### src/rtl/ce_pkg.sv
// Shared constants and types of the descriptor-ring copy engine.
// Assumes a 32-bit word memory and 16-bit count and flag fields.
package ce_pkg;
    localparam int DATA_W  = 32;
    localparam int AW      = 32;
    localparam int LEN_W   = 16;
    localparam int FLG_W   = 16;
    localparam int REG_AW  = 3;

    // flag field bit positions (decoded by software and by this engine)
    localparam int FLG_CHAIN = 0;
    localparam int FLG_SWAP  = 1;
    localparam logic [FLG_W-1:0] TAG_MASK  = 16'hFFF0;
    localparam logic [FLG_W-1:0] SWAP_MASK = 16'h0002;

    // register addresses
    localparam logic [REG_AW-1:0] RA_SRC_BASE = 3'd0;
    localparam logic [REG_AW-1:0] RA_SRC_EXP  = 3'd1;
    localparam logic [REG_AW-1:0] RA_SRC_WR   = 3'd2;
    localparam logic [REG_AW-1:0] RA_DST_BASE = 3'd3;
    localparam logic [REG_AW-1:0] RA_DST_EXP  = 3'd4;
    localparam logic [REG_AW-1:0] RA_DST_WR   = 3'd5;
    localparam logic [REG_AW-1:0] RA_MAX_LEN  = 3'd6;
    localparam logic [REG_AW-1:0] RA_STATUS   = 3'd7;

    typedef enum logic [3:0] {
        ST_IDLE,
        ST_SRC_A,
        ST_SRC_B,
        ST_SRC_C,
        ST_DST_WAIT,
        ST_DST_CAP,
        ST_RD,
        ST_WR,
        ST_NEXT,
        ST_WB
    } ce_state_e;
endpackage

### src/rtl/ce_regs.sv
// Register file of the copy engine: ring bases, size exponents, software
// write indices, maximum descriptor length and a read-only status word.
// Assumes IDX_W <= 16 so both indices fit the status word.
module ce_regs
    import ce_pkg::*;
#(
    parameter int IDX_W = 8
) (
    input  logic              clk,
    input  logic              rst_n,
    input  logic              reg_we,
    input  logic [REG_AW-1:0] reg_addr,
    input  logic [DATA_W-1:0] reg_wdata,
    output logic [DATA_W-1:0] reg_rdata,
    input  logic [IDX_W-1:0]  src_rd,
    input  logic [IDX_W-1:0]  dst_rd,
    output logic [AW-1:0]     src_base,
    output logic [AW-1:0]     dst_base,
    output logic [IDX_W-1:0]  src_mask,
    output logic [IDX_W-1:0]  dst_mask,
    output logic [IDX_W-1:0]  src_wr,
    output logic [IDX_W-1:0]  dst_wr,
    output logic [LEN_W-1:0]  max_len
);
    localparam int EXP_W = $clog2(IDX_W + 1);

    logic [EXP_W-1:0] src_exp;
    logic [EXP_W-1:0] dst_exp;

    // register writes from the software port
    always_ff @(posedge clk) begin
        if (!rst_n) begin
            src_base <= '0;
            dst_base <= '0;
            src_exp  <= '0;
            dst_exp  <= '0;
            src_wr   <= '0;
            dst_wr   <= '0;
            max_len  <= '1;
        end else if (reg_we) begin
            case (reg_addr)
                RA_SRC_BASE: src_base <= reg_wdata;
                RA_SRC_EXP:  src_exp  <= reg_wdata[EXP_W-1:0];
                RA_SRC_WR:   src_wr   <= reg_wdata[IDX_W-1:0];
                RA_DST_BASE: dst_base <= reg_wdata;
                RA_DST_EXP:  dst_exp  <= reg_wdata[EXP_W-1:0];
                RA_DST_WR:   dst_wr   <= reg_wdata[IDX_W-1:0];
                RA_MAX_LEN:  max_len  <= reg_wdata[LEN_W-1:0];
                default: ;
            endcase
        end
    end

    // index masks: bit i set when i is below the size exponent
    for (genvar i = 0; i < IDX_W; i++) begin : g_mask
        assign src_mask[i] = (src_exp > EXP_W'(i));
        assign dst_mask[i] = (dst_exp > EXP_W'(i));
    end

    // combinational read mux
    always_comb begin
        reg_rdata = '0;
        case (reg_addr)
            RA_SRC_BASE: reg_rdata = src_base;
            RA_SRC_EXP:  reg_rdata[EXP_W-1:0] = src_exp;
            RA_SRC_WR:   reg_rdata[IDX_W-1:0] = src_wr;
            RA_DST_BASE: reg_rdata = dst_base;
            RA_DST_EXP:  reg_rdata[EXP_W-1:0] = dst_exp;
            RA_DST_WR:   reg_rdata[IDX_W-1:0] = dst_wr;
            RA_MAX_LEN:  reg_rdata[LEN_W-1:0] = max_len;
            default: begin
                reg_rdata[IDX_W-1:0]     = src_rd;
                reg_rdata[16 +: IDX_W]   = dst_rd;
            end
        endcase
    end
endmodule

### src/rtl/ce_ring_ptr.sv
// Read pointer of one descriptor ring. Steps by one modulo the ring size
// and flags when software has entries beyond it. Assumes the mask is
// 2^k - 1 and the software write index stays within the ring.
module ce_ring_ptr #(
    parameter int IDX_W = 8
) (
    input  logic             clk,
    input  logic             rst_n,
    input  logic [IDX_W-1:0] mask,
    input  logic [IDX_W-1:0] wr_idx,
    input  logic             step,
    output logic [IDX_W-1:0] rd_idx,
    output logic             pending
);
    // pointer advance with wrap
    always_ff @(posedge clk) begin
        if (!rst_n) rd_idx <= '0;
        else if (step) rd_idx <= (rd_idx + 1'b1) & mask;
    end

    assign pending = (rd_idx != (wr_idx & mask));
endmodule

### src/rtl/ce_byteswap.sv
// Optional byte-order reversal of one data word. Assumes whole bytes.
module ce_byteswap #(
    parameter int BYTES = 4
) (
    input  logic               en,
    input  logic [8*BYTES-1:0] din,
    output logic [8*BYTES-1:0] dout
);
    logic [8*BYTES-1:0] rev;

    for (genvar b = 0; b < BYTES; b++) begin : g_byte
        assign rev[8*b +: 8] = din[8*(BYTES-1-b) +: 8];
    end

    assign dout = en ? rev : din;
endmodule

### src/rtl/ce_engine.sv
// Copy sequencer: fetches source descriptors, copies their buffers word
// by word into a posted destination buffer, packs chained pieces back to
// back and writes the count/flag word once per transfer.
// Assumes a memory with one-cycle read latency that accepts every request,
// and transfer totals that fit in 16 bits.
module ce_engine
    import ce_pkg::*;
#(
    parameter int IDX_W = 8
) (
    input  logic              clk,
    input  logic              rst_n,
    input  logic [AW-1:0]     src_base,
    input  logic [AW-1:0]     dst_base,
    input  logic [IDX_W-1:0]  src_mask,
    input  logic [IDX_W-1:0]  dst_mask,
    input  logic [IDX_W-1:0]  src_wr,
    input  logic [IDX_W-1:0]  dst_wr,
    input  logic [LEN_W-1:0]  max_len,
    output logic              mem_req,
    output logic              mem_we,
    output logic [AW-1:0]     mem_addr,
    output logic [DATA_W-1:0] mem_wdata,
    input  logic [DATA_W-1:0] mem_rdata,
    output logic [IDX_W-1:0]  src_rd,
    output logic [IDX_W-1:0]  dst_rd,
    output logic              xfer_done,
    output logic              len_err
);
    localparam int WCNT_W = LEN_W - 1;
    localparam int BYTES  = DATA_W / 8;

    ce_state_e          st;
    logic [AW-1:0]      cur_addr;
    logic [AW-1:0]      dst_buf;
    logic [LEN_W-1:0]   cur_len;
    logic [LEN_W-1:0]   total;
    logic [FLG_W-1:0]   cur_flags;
    logic               cur_over;
    logic [WCNT_W-1:0]  wcnt;
    logic [WCNT_W-1:0]  nwords;
    logic [LEN_W-1:0]   dst_off;
    logic               have_dst;

    logic               src_pend;
    logic               dst_pend;
    logic               src_step;
    logic               dst_step;
    logic [AW-1:0]      src_desc;
    logic [AW-1:0]      dst_desc;
    logic [LEN_W-1:0]   in_len;
    logic               in_over;
    logic [LEN_W-1:0]   in_eff;
    logic [LEN_W:0]     in_round;
    logic [LEN_W-1:0]   total_n;
    logic [FLG_W-1:0]   out_flags;
    logic [DATA_W-1:0]  swapped;

    ce_ring_ptr #(.IDX_W(IDX_W)) u_src_ptr (
        .clk(clk), .rst_n(rst_n), .mask(src_mask), .wr_idx(src_wr),
        .step(src_step), .rd_idx(src_rd), .pending(src_pend)
    );

    ce_ring_ptr #(.IDX_W(IDX_W)) u_dst_ptr (
        .clk(clk), .rst_n(rst_n), .mask(dst_mask), .wr_idx(dst_wr),
        .step(dst_step), .rd_idx(dst_rd), .pending(dst_pend)
    );

    ce_byteswap #(.BYTES(BYTES)) u_swap (
        .en(cur_flags[FLG_SWAP]), .din(mem_rdata), .dout(swapped)
    );

    // descriptor addresses, length decode and completion word fields
    assign src_desc  = src_base + AW'({src_rd, 3'b000});
    assign dst_desc  = dst_base + AW'({dst_rd, 3'b000});
    assign in_len    = mem_rdata[LEN_W-1:0];
    assign in_over   = (in_len > max_len);
    assign in_eff    = in_over ? '0 : in_len;
    assign in_round  = {1'b0, in_eff} + (LEN_W+1)'(3);
    assign total_n   = total + cur_len;
    assign out_flags = (cur_flags & TAG_MASK) | (cur_flags & SWAP_MASK);
    assign src_step  = (st == ST_NEXT);
    assign dst_step  = (st == ST_WB);

    // memory request generation per state
    always_comb begin
        mem_req   = 1'b0;
        mem_we    = 1'b0;
        mem_addr  = '0;
        mem_wdata = '0;
        case (st)
            ST_SRC_A: begin
                mem_req  = 1'b1;
                mem_addr = src_desc;
            end
            ST_SRC_B: begin
                mem_req  = 1'b1;
                mem_addr = src_desc + AW'(4);
            end
            ST_DST_WAIT: begin
                mem_req  = dst_pend;
                mem_addr = dst_desc;
            end
            ST_RD: begin
                mem_req  = 1'b1;
                mem_addr = cur_addr + AW'({wcnt, 2'b00});
            end
            ST_WR: begin
                mem_req   = 1'b1;
                mem_we    = 1'b1;
                mem_addr  = dst_buf + AW'({dst_off, 2'b00});
                mem_wdata = swapped;
            end
            ST_WB: begin
                mem_req   = 1'b1;
                mem_we    = 1'b1;
                mem_addr  = dst_desc + AW'(4);
                mem_wdata = {out_flags, total};
            end
            default: ;
        endcase
    end

    // sequencer state, descriptor capture and transfer bookkeeping
    always_ff @(posedge clk) begin
        if (!rst_n) begin
            st        <= ST_IDLE;
            cur_addr  <= '0;
            dst_buf   <= '0;
            cur_len   <= '0;
            total     <= '0;
            cur_flags <= '0;
            cur_over  <= 1'b0;
            wcnt      <= '0;
            nwords    <= '0;
            dst_off   <= '0;
            have_dst  <= 1'b0;
            xfer_done <= 1'b0;
            len_err   <= 1'b0;
        end else begin
            xfer_done <= 1'b0;
            len_err   <= 1'b0;
            case (st)
                ST_IDLE: if (src_pend) st <= ST_SRC_A;
                ST_SRC_A: st <= ST_SRC_B;
                ST_SRC_B: begin
                    cur_addr <= mem_rdata;
                    st       <= ST_SRC_C;
                end
                ST_SRC_C: begin
                    cur_flags <= mem_rdata[DATA_W-1:LEN_W];
                    cur_len   <= in_eff;
                    cur_over  <= in_over;
                    nwords    <= in_round[LEN_W:2];
                    wcnt      <= '0;
                    if (in_eff == '0) st <= ST_NEXT;
                    else if (have_dst) st <= ST_RD;
                    else st <= ST_DST_WAIT;
                end
                ST_DST_WAIT: if (dst_pend) st <= ST_DST_CAP;
                ST_DST_CAP: begin
                    dst_buf  <= mem_rdata;
                    have_dst <= 1'b1;
                    dst_off  <= '0;
                    st       <= ST_RD;
                end
                ST_RD: st <= ST_WR;
                ST_WR: begin
                    wcnt    <= wcnt + 1'b1;
                    dst_off <= dst_off + 1'b1;
                    st      <= ((wcnt + 1'b1) == nwords) ? ST_NEXT : ST_RD;
                end
                ST_NEXT: begin
                    len_err <= cur_over;
                    if (cur_flags[FLG_CHAIN]) begin
                        total <= total_n;
                        st    <= ST_IDLE;
                    end else if (total_n != '0) begin
                        total <= total_n;
                        st    <= ST_WB;
                    end else begin
                        total <= '0;
                        st    <= ST_IDLE;
                    end
                end
                ST_WB: begin
                    xfer_done <= 1'b1;
                    have_dst  <= 1'b0;
                    total     <= '0;
                    st        <= ST_IDLE;
                end
                default: st <= ST_IDLE;
            endcase
        end
    end
endmodule

### src/rtl/dring_gather_ce.sv
// Top of the single-channel descriptor-ring copy engine with chaining.
// Assumes software keeps one ring slot free and posts descriptors in
// memory before moving a write index.
module dring_gather_ce
    import ce_pkg::*;
#(
    parameter int IDX_W = 8
) (
    input  logic              clk,
    input  logic              rst_n,
    input  logic              reg_we,
    input  logic [REG_AW-1:0] reg_addr,
    input  logic [DATA_W-1:0] reg_wdata,
    output logic [DATA_W-1:0] reg_rdata,
    output logic              mem_req,
    output logic              mem_we,
    output logic [AW-1:0]     mem_addr,
    output logic [DATA_W-1:0] mem_wdata,
    input  logic [DATA_W-1:0] mem_rdata,
    output logic [IDX_W-1:0]  src_rd_idx,
    output logic [IDX_W-1:0]  dst_rd_idx,
    output logic              xfer_done,
    output logic              len_err
);
    logic [AW-1:0]     src_base;
    logic [AW-1:0]     dst_base;
    logic [IDX_W-1:0]  src_mask;
    logic [IDX_W-1:0]  dst_mask;
    logic [IDX_W-1:0]  src_wr;
    logic [IDX_W-1:0]  dst_wr;
    logic [LEN_W-1:0]  max_len;

    ce_regs #(.IDX_W(IDX_W)) u_regs (
        .clk(clk), .rst_n(rst_n),
        .reg_we(reg_we), .reg_addr(reg_addr), .reg_wdata(reg_wdata),
        .reg_rdata(reg_rdata),
        .src_rd(src_rd_idx), .dst_rd(dst_rd_idx),
        .src_base(src_base), .dst_base(dst_base),
        .src_mask(src_mask), .dst_mask(dst_mask),
        .src_wr(src_wr), .dst_wr(dst_wr), .max_len(max_len)
    );

    ce_engine #(.IDX_W(IDX_W)) u_engine (
        .clk(clk), .rst_n(rst_n),
        .src_base(src_base), .dst_base(dst_base),
        .src_mask(src_mask), .dst_mask(dst_mask),
        .src_wr(src_wr), .dst_wr(dst_wr), .max_len(max_len),
        .mem_req(mem_req), .mem_we(mem_we), .mem_addr(mem_addr),
        .mem_wdata(mem_wdata), .mem_rdata(mem_rdata),
        .src_rd(src_rd_idx), .dst_rd(dst_rd_idx),
        .xfer_done(xfer_done), .len_err(len_err)
    );
endmodule

### config.mk
export PLATFORM = sky130hd
export DESIGN_NAME = dring_gather_ce
export DESIGN_NICKNAME = d
export VERILOG_FILES = /design/src/rtl/ce_pkg.sv /design/src/rtl/ce_regs.sv /design/src/rtl/ce_ring_ptr.sv /design/src/rtl/ce_byteswap.sv /design/src/rtl/ce_engine.sv /design/src/rtl/dring_gather_ce.sv
export SDC_FILE = /design/constraint.sdc
export NUM_CORES = 1
export LEC_CHECK = 0
export BUFFER_PORTS_ARGS = -buffer_cell sky130_fd_sc_hd__buf_2
export CORE_AREA = 5 5 208 210
export CTS_BUF_LIST = sky130_fd_sc_hd__clkbuf_4 sky130_fd_sc_hd__clkbuf_8 sky130_fd_sc_hd__clkbuf_16
export CTS_CLUSTER_DIAMETER = 120
export DETAILED_ROUTE_END_ITERATION = 10
export DIE_AREA = 0 0 213 215
export HOLD_SLACK_MARGIN = 0.03
export PLACE_DENSITY = 0.68
export SYNTH_ARGS = -nofsm -noshare
export SYNTH_HDL_FRONTEND = slang
export SYNTH_SLANG_ARGS = --single-unit
### constraint.sdc
create_clock -name clk -period 5.02 [get_ports clk]
set_input_delay 1.255 -clock clk [delete_from_list [all_inputs] [get_ports clk]]
set_output_delay 1.255 -clock clk [all_outputs]
set_load 0.05 [all_outputs]
# == Word-level counts from Yosys, hierarchy flattened ==
# Cells that the tools add are included.
# word_totals
reg_bits,286
latchBits,0
mem_bits_rw,0
romBits,0
out_inout_bits,116
wordCells,123
memories,0
# op_classes
n_addsub,12
multipliers,0
div,0
order_cmp,17
n_eq_ne,20
shift,0
muxes,26
bitwise_logic,5
reduce_logical,21
# op_table
cell,n
$pmux 32 s6,1
$add 32x11->32,2
$add 32x3->32 const B,2
$pmux 16 s2,2
$pmux 32 s2,1
$mux 16,3
$pmux 8 s3,2
$pmux 4 s9,1
$add 32x17->32,1
$add 32x18->32,1
$and 8x8->8,4
$gt 4x3->1 const B,8
$mux 32,1
$pmux 15 s2,1
$pmux 4 s7,1
$mux 4,6
$pmux 4 s6,1
$reduce_and 2->1,9
$add 16x2->17 const B,1
$add 16x1->16 const B,1
$add 16x16->16,1
$add 8x1->8 const B,2
$eq 4x3->1 const B,4
$gt 16x16->1,1
24 further kinds,44

# == Logic depth before layout (Yosys ltp) ==
# logic_depth
word_depth,5
mapped_depth,16

# == Hierarchy ==
# A second synthesis with hierarchy kept.
# unflattened
cells_unflattened,2661
hier_area_um2,20633.5
# modules_own_cells
mod,instances,cells_each,area_each_um2
ce_engine,1,1889,14068.5
ce_regs,1,608,4982.3
ce_ring_ptr,2,64,519.2
ce_byteswap,1,36,544.3

# == Worst setup path before layout ==
# OpenSTA, ideal clock, no wires.
# synth_path
kind,reg-to-output
from,register u_engine.st[3]
to,output port mem_addr[14]
arrival_time_ps,4327
setup_slack_ps,-562
path_stages_with_launch,17
n_path_buf,6
path_cell_list,dfxtp_1 > clkbuf_1 > nor4bb_1 > clkbuf_1 > clkbuf_1 > clkbuf_1 > clkbuf_1 > clkbuf_1 > nand2_1 > nand2_1 > ha_1 > nand2_1 > a211o_1 > nor3_1 > a21boi_1 > xnor2_1 > o221ai_1
# synth_via
elab_chain_len,2
word_cells_on_any_way,7
classes_between,6 x eq/ne; 1 x mux
# synth_rtl
element,line_no,rtl
from (decl),ce_engine.sv:33,ce_state_e st;
from (signal assigned),ce_engine.sv:171,st <= ((wcnt + 1'b1) == nwords) ? ST_NEXT : ST_RD;
"$eq 4x4->1, or another cell as far along",ce_engine.sv:91,case (st)
$pmux 32 s6 (*),ce_engine.sv:91,
to (decl),dring_gather_ce.sv:17,"output logic [AW-1:0] mem_addr,"
# Mark *: on every way between the ends. The rest lies on a longest branch, timed or not.

# == Worst setup path in the final report ==
# layout_path
from,register u_engine.u_dst_ptr.rd_idx[0]
to,output port mem_addr[31]
# layout_via
elab_chain_len,3
# layout_rtl
element,line_no,rtl
from (decl),ce_ring_ptr.sv:12,"output logic [IDX_W-1:0] rd_idx,"
from (signal assigned),ce_ring_ptr.sv:18,else if (step) rd_idx <= (rd_idx + 1'b1) & mask;
$add 32x11->32 (*),ce_engine.sv:75,"assign dst_desc = dst_base + AW'({dst_rd, 3'b000});"
$add 32x3->32,ce_engine.sv:117,mem_addr = dst_desc + AW'(4);
$pmux 32 s6 (*),ce_engine.sv:91,
# Marked as above.

==> results.json <==
{
  "status": "finished with violations",
  "violations": "setup timing",
  "ys_warn_count": 0,
  "p_per_area_nw_per_um2": 240,
  "rsz0062_at_grt": "true",
  "drc": 0,
  "clk_latency_ns": 0.55,
  "grt_util_all_layers": 0.335,
  "synth-xor-area-share": 0.0794,
  "crit_arrival_ns": 4.15,
  "synth_cells": 2759,
  "hold_path_class": "reg2reg",
  "fin_util": 0.598,
  "initial_utilization": 0.490,
  "fin_setup_tns_ns": -4.22,
  "path_clk_slew_ns": 0.06,
  "fill_cells": 3781,
  "rr_worst_depth": 9,
  "hold_viol_final": 0,
  "yosys.area_share.simple": 0.260,
  "clkSinkCount": 284,
  "antenna-diode-count": 0,
  "power_frac_comb": 0.142,
  "critPathKind": "reg2out",
  "synth_top_family_by_area": "simple AND/OR/NAND/NOR gates",
  "critPathSlowestCell": "or4b_4",
  "cts_root_buffer": "clkbuf_16",
  "core_area_sq_um": 41400,
  "ys.flop_type": "dfxtp_1",
  "drt_iter0_markers": 2637,
  "synth.area.mux_share": 0.0465,
  "hold_start": "u_engine.cur_flags[10]$_SDFFE_PN0P_",
  "cp_data_required_time_ns": 3.76,
  "fin_ws_ns": -0.388,
  "hold_depth": 2,
  "period_share": 1.08,
  "first_pass_iters": 6,
  "grt_pass1_wl_um": 121000,
  "syn2layout_area_growth_pct": 22.1,
  "wire_per_inst_um": 22.9,
  "max_clock_freq_mhz": 185,
  "grt_pass1_vias": 20900,
  "ir_drop_v": 0.000240,
  "reg2reg_to": "u_engine.st[1]$_SDFFE_PN0P_",
  "final_common_cell": "nand2_1",
  "clockBufferDepth": 3,
  "most-common-layout-cells": "nand2_1 (543), a21oi_1 (297), dfxtp_1 (269)",
  "wirelength_um": 80900,
  "seqPwrFrac": 0.401,
  "syn_area_per_cell_sq_um": 7.35,
  "skew_ns": 0.0179,
  "antenna_found_initial": 1,
  "drive_above_1_share": 0.201,
  "die_w_um": 213,
  "ys_seq_area_frac": 0.280,
  "r2r_start": "u_engine.wcnt[2]$_SDFFE_PN0P_",
  "dieHeight_um": 215,
  "cp_max_fo": 5,
  "grt-ovfl-total": 0,
  "cts_tree": "yes",
  "crit_path_end_kind": "output pin",
  "place.gp.congestion": 0.969,
  "htreeDepth": 2,
  "fin_cells": 3539,
  "postRouteAntennaNets": 0,
  "slew-limit-headroom": 0.282,
  "ys_types": 98,
  "holdBufCountCts": 0,
  "grt_start_max_net_pins": 87,
  "ys_async_sr_fraction": 0,
  "switching_share": 0.290,
  "vias_per_cell": 6.29,
  "vias": 22300,
  "dpl.hpwl_um": 58000,
  "min_to": "u_engine.cur_flags[10]$_SDFFE_PN0P_",
  "intPower_mw": 4.22,
  "cp-startpoint": "u_engine.u_dst_ptr.rd_idx[0]$_SDFFE_PN0P_",
  "r2r_slack_ns": 1.63,
  "worst_pin_slew_ns": 1.08,
  "numCtsBuffers": 35,
  "io_pins": 186,
  "synth-compound-area-share": 0.233,
  "dp.cells": 3429,
  "numPortBuffers": 185,
  "leakage_nw": 9.68,
  "crit_path_start_kind": "register",
  "synth_seq_cells": 284,
  "final_net_count": 3134,
  "synth_nets": 2917,
  "synth_edf_count": 0,
  "crit_path_cell_trace": "ha_4, fa_2, a211oi_4, buf_4, o21a_2, nor3_1, xnor2_1, mux2_4, buf_4, a211oi_2, nand4b_1, buf_6, or4b_4, nand4_1, buf_6",
  "pwr-share-clk": 0.457,
  "setup_violations": 18,
  "min_period_ns": 5.41,
  "cap_violations": 0,
  "synthAdderAreaFrac": 0.0562,
  "synth_area_sq_um": 20300,
  "switchingPower_mw": 1.72,
  "hold_slack_ns": 0.453,
  "pre_cts_ws_ns": -0.00815,
  "dieArea_sq_um": 45800,
  "drv_slew": 0,
  "row_count": 75,
  "slowest_delay_ns": 0.50
}
[metrics by stage]
| stage | power, mW | area (sq um) |
|---|---|---|
| floorplan | 2.90 | 20300 |
| global placement | 3.21 | 22300 |
| detailed placement | 3.22 | 22300 |
| CTS | 5.93 | 24200 |
| global route | 6.11 | 24800 |
| finish | 5.94 | 24800 |
[Yosys cell counts, drive strengths merged, types with 8 or more instances]
| cell | n | share of area |
|---|---|---|
| a211oi | 25 | 0.010 |
| a21boi | 8 | 0.0030 |
| a21o | 33 | 0.012 |
| a21oi | 304 | 0.075 |
| a221oi | 9 | 0.0042 |
| a222oi | 10 | 0.0049 |
| a22o | 10 | 0.0043 |
| a22oi | 46 | 0.017 |
| a31oi | 13 | 0.0040 |
| and2 | 19 | 0.0059 |
| and3 | 33 | 0.010 |
| and4 | 12 | 0.0054 |
| buf | 21 | 0.0043 |
| clkbuf | 168 | 0.031 |
| dfxtp | 284 | 0.28 |
| ha | 83 | 0.051 |
| inv | 50 | 0.0093 |
| mux2 | 13 | 0.0074 |
| mux2i | 69 | 0.035 |
| nand2 | 548 | 0.10 |
| nand2b | 20 | 0.0062 |
| nand3 | 104 | 0.026 |
| nand3b | 12 | 0.0044 |
| nand4 | 46 | 0.016 |
| nor2 | 160 | 0.030 |
| nor2b | 19 | 0.0059 |
| nor3 | 63 | 0.016 |
| nor4 | 16 | 0.0052 |
| o211ai | 43 | 0.016 |
| o21a | 18 | 0.0067 |
| o21ai | 153 | 0.038 |
| o21bai | 9 | 0.0033 |
| o221ai | 14 | 0.0060 |
| o22ai | 14 | 0.0043 |
| or2 | 8 | 0.0025 |
| or3 | 18 | 0.0059 |
| or4 | 18 | 0.0075 |
| xnor2 | 115 | 0.050 |
| xor2 | 68 | 0.030 |
[flip-flops by register name (all words and copies together), names as in the netlist]
signal and flops:
u_regs.src_wr 8, u_engine.have_dst 1, u_regs.src_base 32, u_engine.u_dst_ptr.rd_idx 8, u_engine.cur_flags 14, u_regs.dst_exp 4
u_engine.total 16, u_engine.xfer_done 1, u_regs.dst_base 32, u_engine.dst_off 16, u_engine.len_err 1, u_engine.u_src_ptr.rd_idx 8
u_engine.cur_over 1, u_regs.src_exp 4, u_engine.nwords 15, u_engine.st 4, u_regs.max_len 16, u_engine.cur_addr 32
u_engine.wcnt 15, u_engine.dst_buf 32, u_regs.dst_wr 8, u_engine.cur_len 16
[area by class of cell]
cell class                 count  area, sq um  area share
clock buffer                  52         1090      0.0442
clock inverter                 9          126     0.00511
inverter                      50          193     0.00779
multi-input combinational   2237        14400       0.583
sequential                   284         5700       0.230
tap                          539          674      0.0272
timing repair buffer         368         2530       0.102
[how the worst max path moves through the flow]
stage,to,slack [ns],depth (start not counted)
floorplan,mem_addr[31],0.001,10
global placement,mem_addr[29],0.05,12
detailed placement,mem_addr[29],-0.008,12
CTS,mem_addr[24],-0.40,13
global route,mem_addr[24],-0.44,13
finish,mem_addr[31],-0.39,15
[power by group through the flow]
stage          logic, mW  clock network, mW  registers, mW
2_1_floorplan      0.493                  0           2.40
3_3_place_gp       0.787                  0           2.43
3_5_place_dp       0.796                  0           2.43
4_1_cts            0.811               2.74           2.38
5_1_grt            0.892               2.83           2.39
6_report           0.844               2.72           2.38
[cell families after synthesis]
family                   Yosys count
buffers and inverters            239
AO/OA/AOI/OAI                    756
multiplexers                      86
AND/OR/NAND/NOR                 1123
XOR/XNOR                         183
adder cells (fa/ha/maj)           88
flip-flops                       284
[critical path, delay by kind of cell, from the launching register on]
family                     cells  cell delay, ns
muxes                          1            0.30
xor gates and xnor gates       1            0.15
and+or+nand+nor                4            0.86
DFF                            1            0.34
buffers and inverters          4            0.68
AOI/OAI and AO/OA              3            0.72
adders and majority gates      2            0.54
[timing repair]
item | 4_1_cts | 5_1_grt
endpoints found under the setup margin | 21 | 23
cloned | 1 | 1
buffers inserted | 32 | 18
pin swaps | 31 | 45
resized for setup | 99 | 78
[metal layers]
metal | global-route usage | vias to the layer above | share of wire
li1 | - | 10300 | -
met5 | 0 | - | 0
met3 | 0.0525 | 226 | 0.082
met4 | 0.139 | 0 | 0.047
met2 | 0.534 | 1133 | 0.46
met1 | 0.452 | 10600 | 0.41
Note: power is estimated with default switching activity, not from simulation.
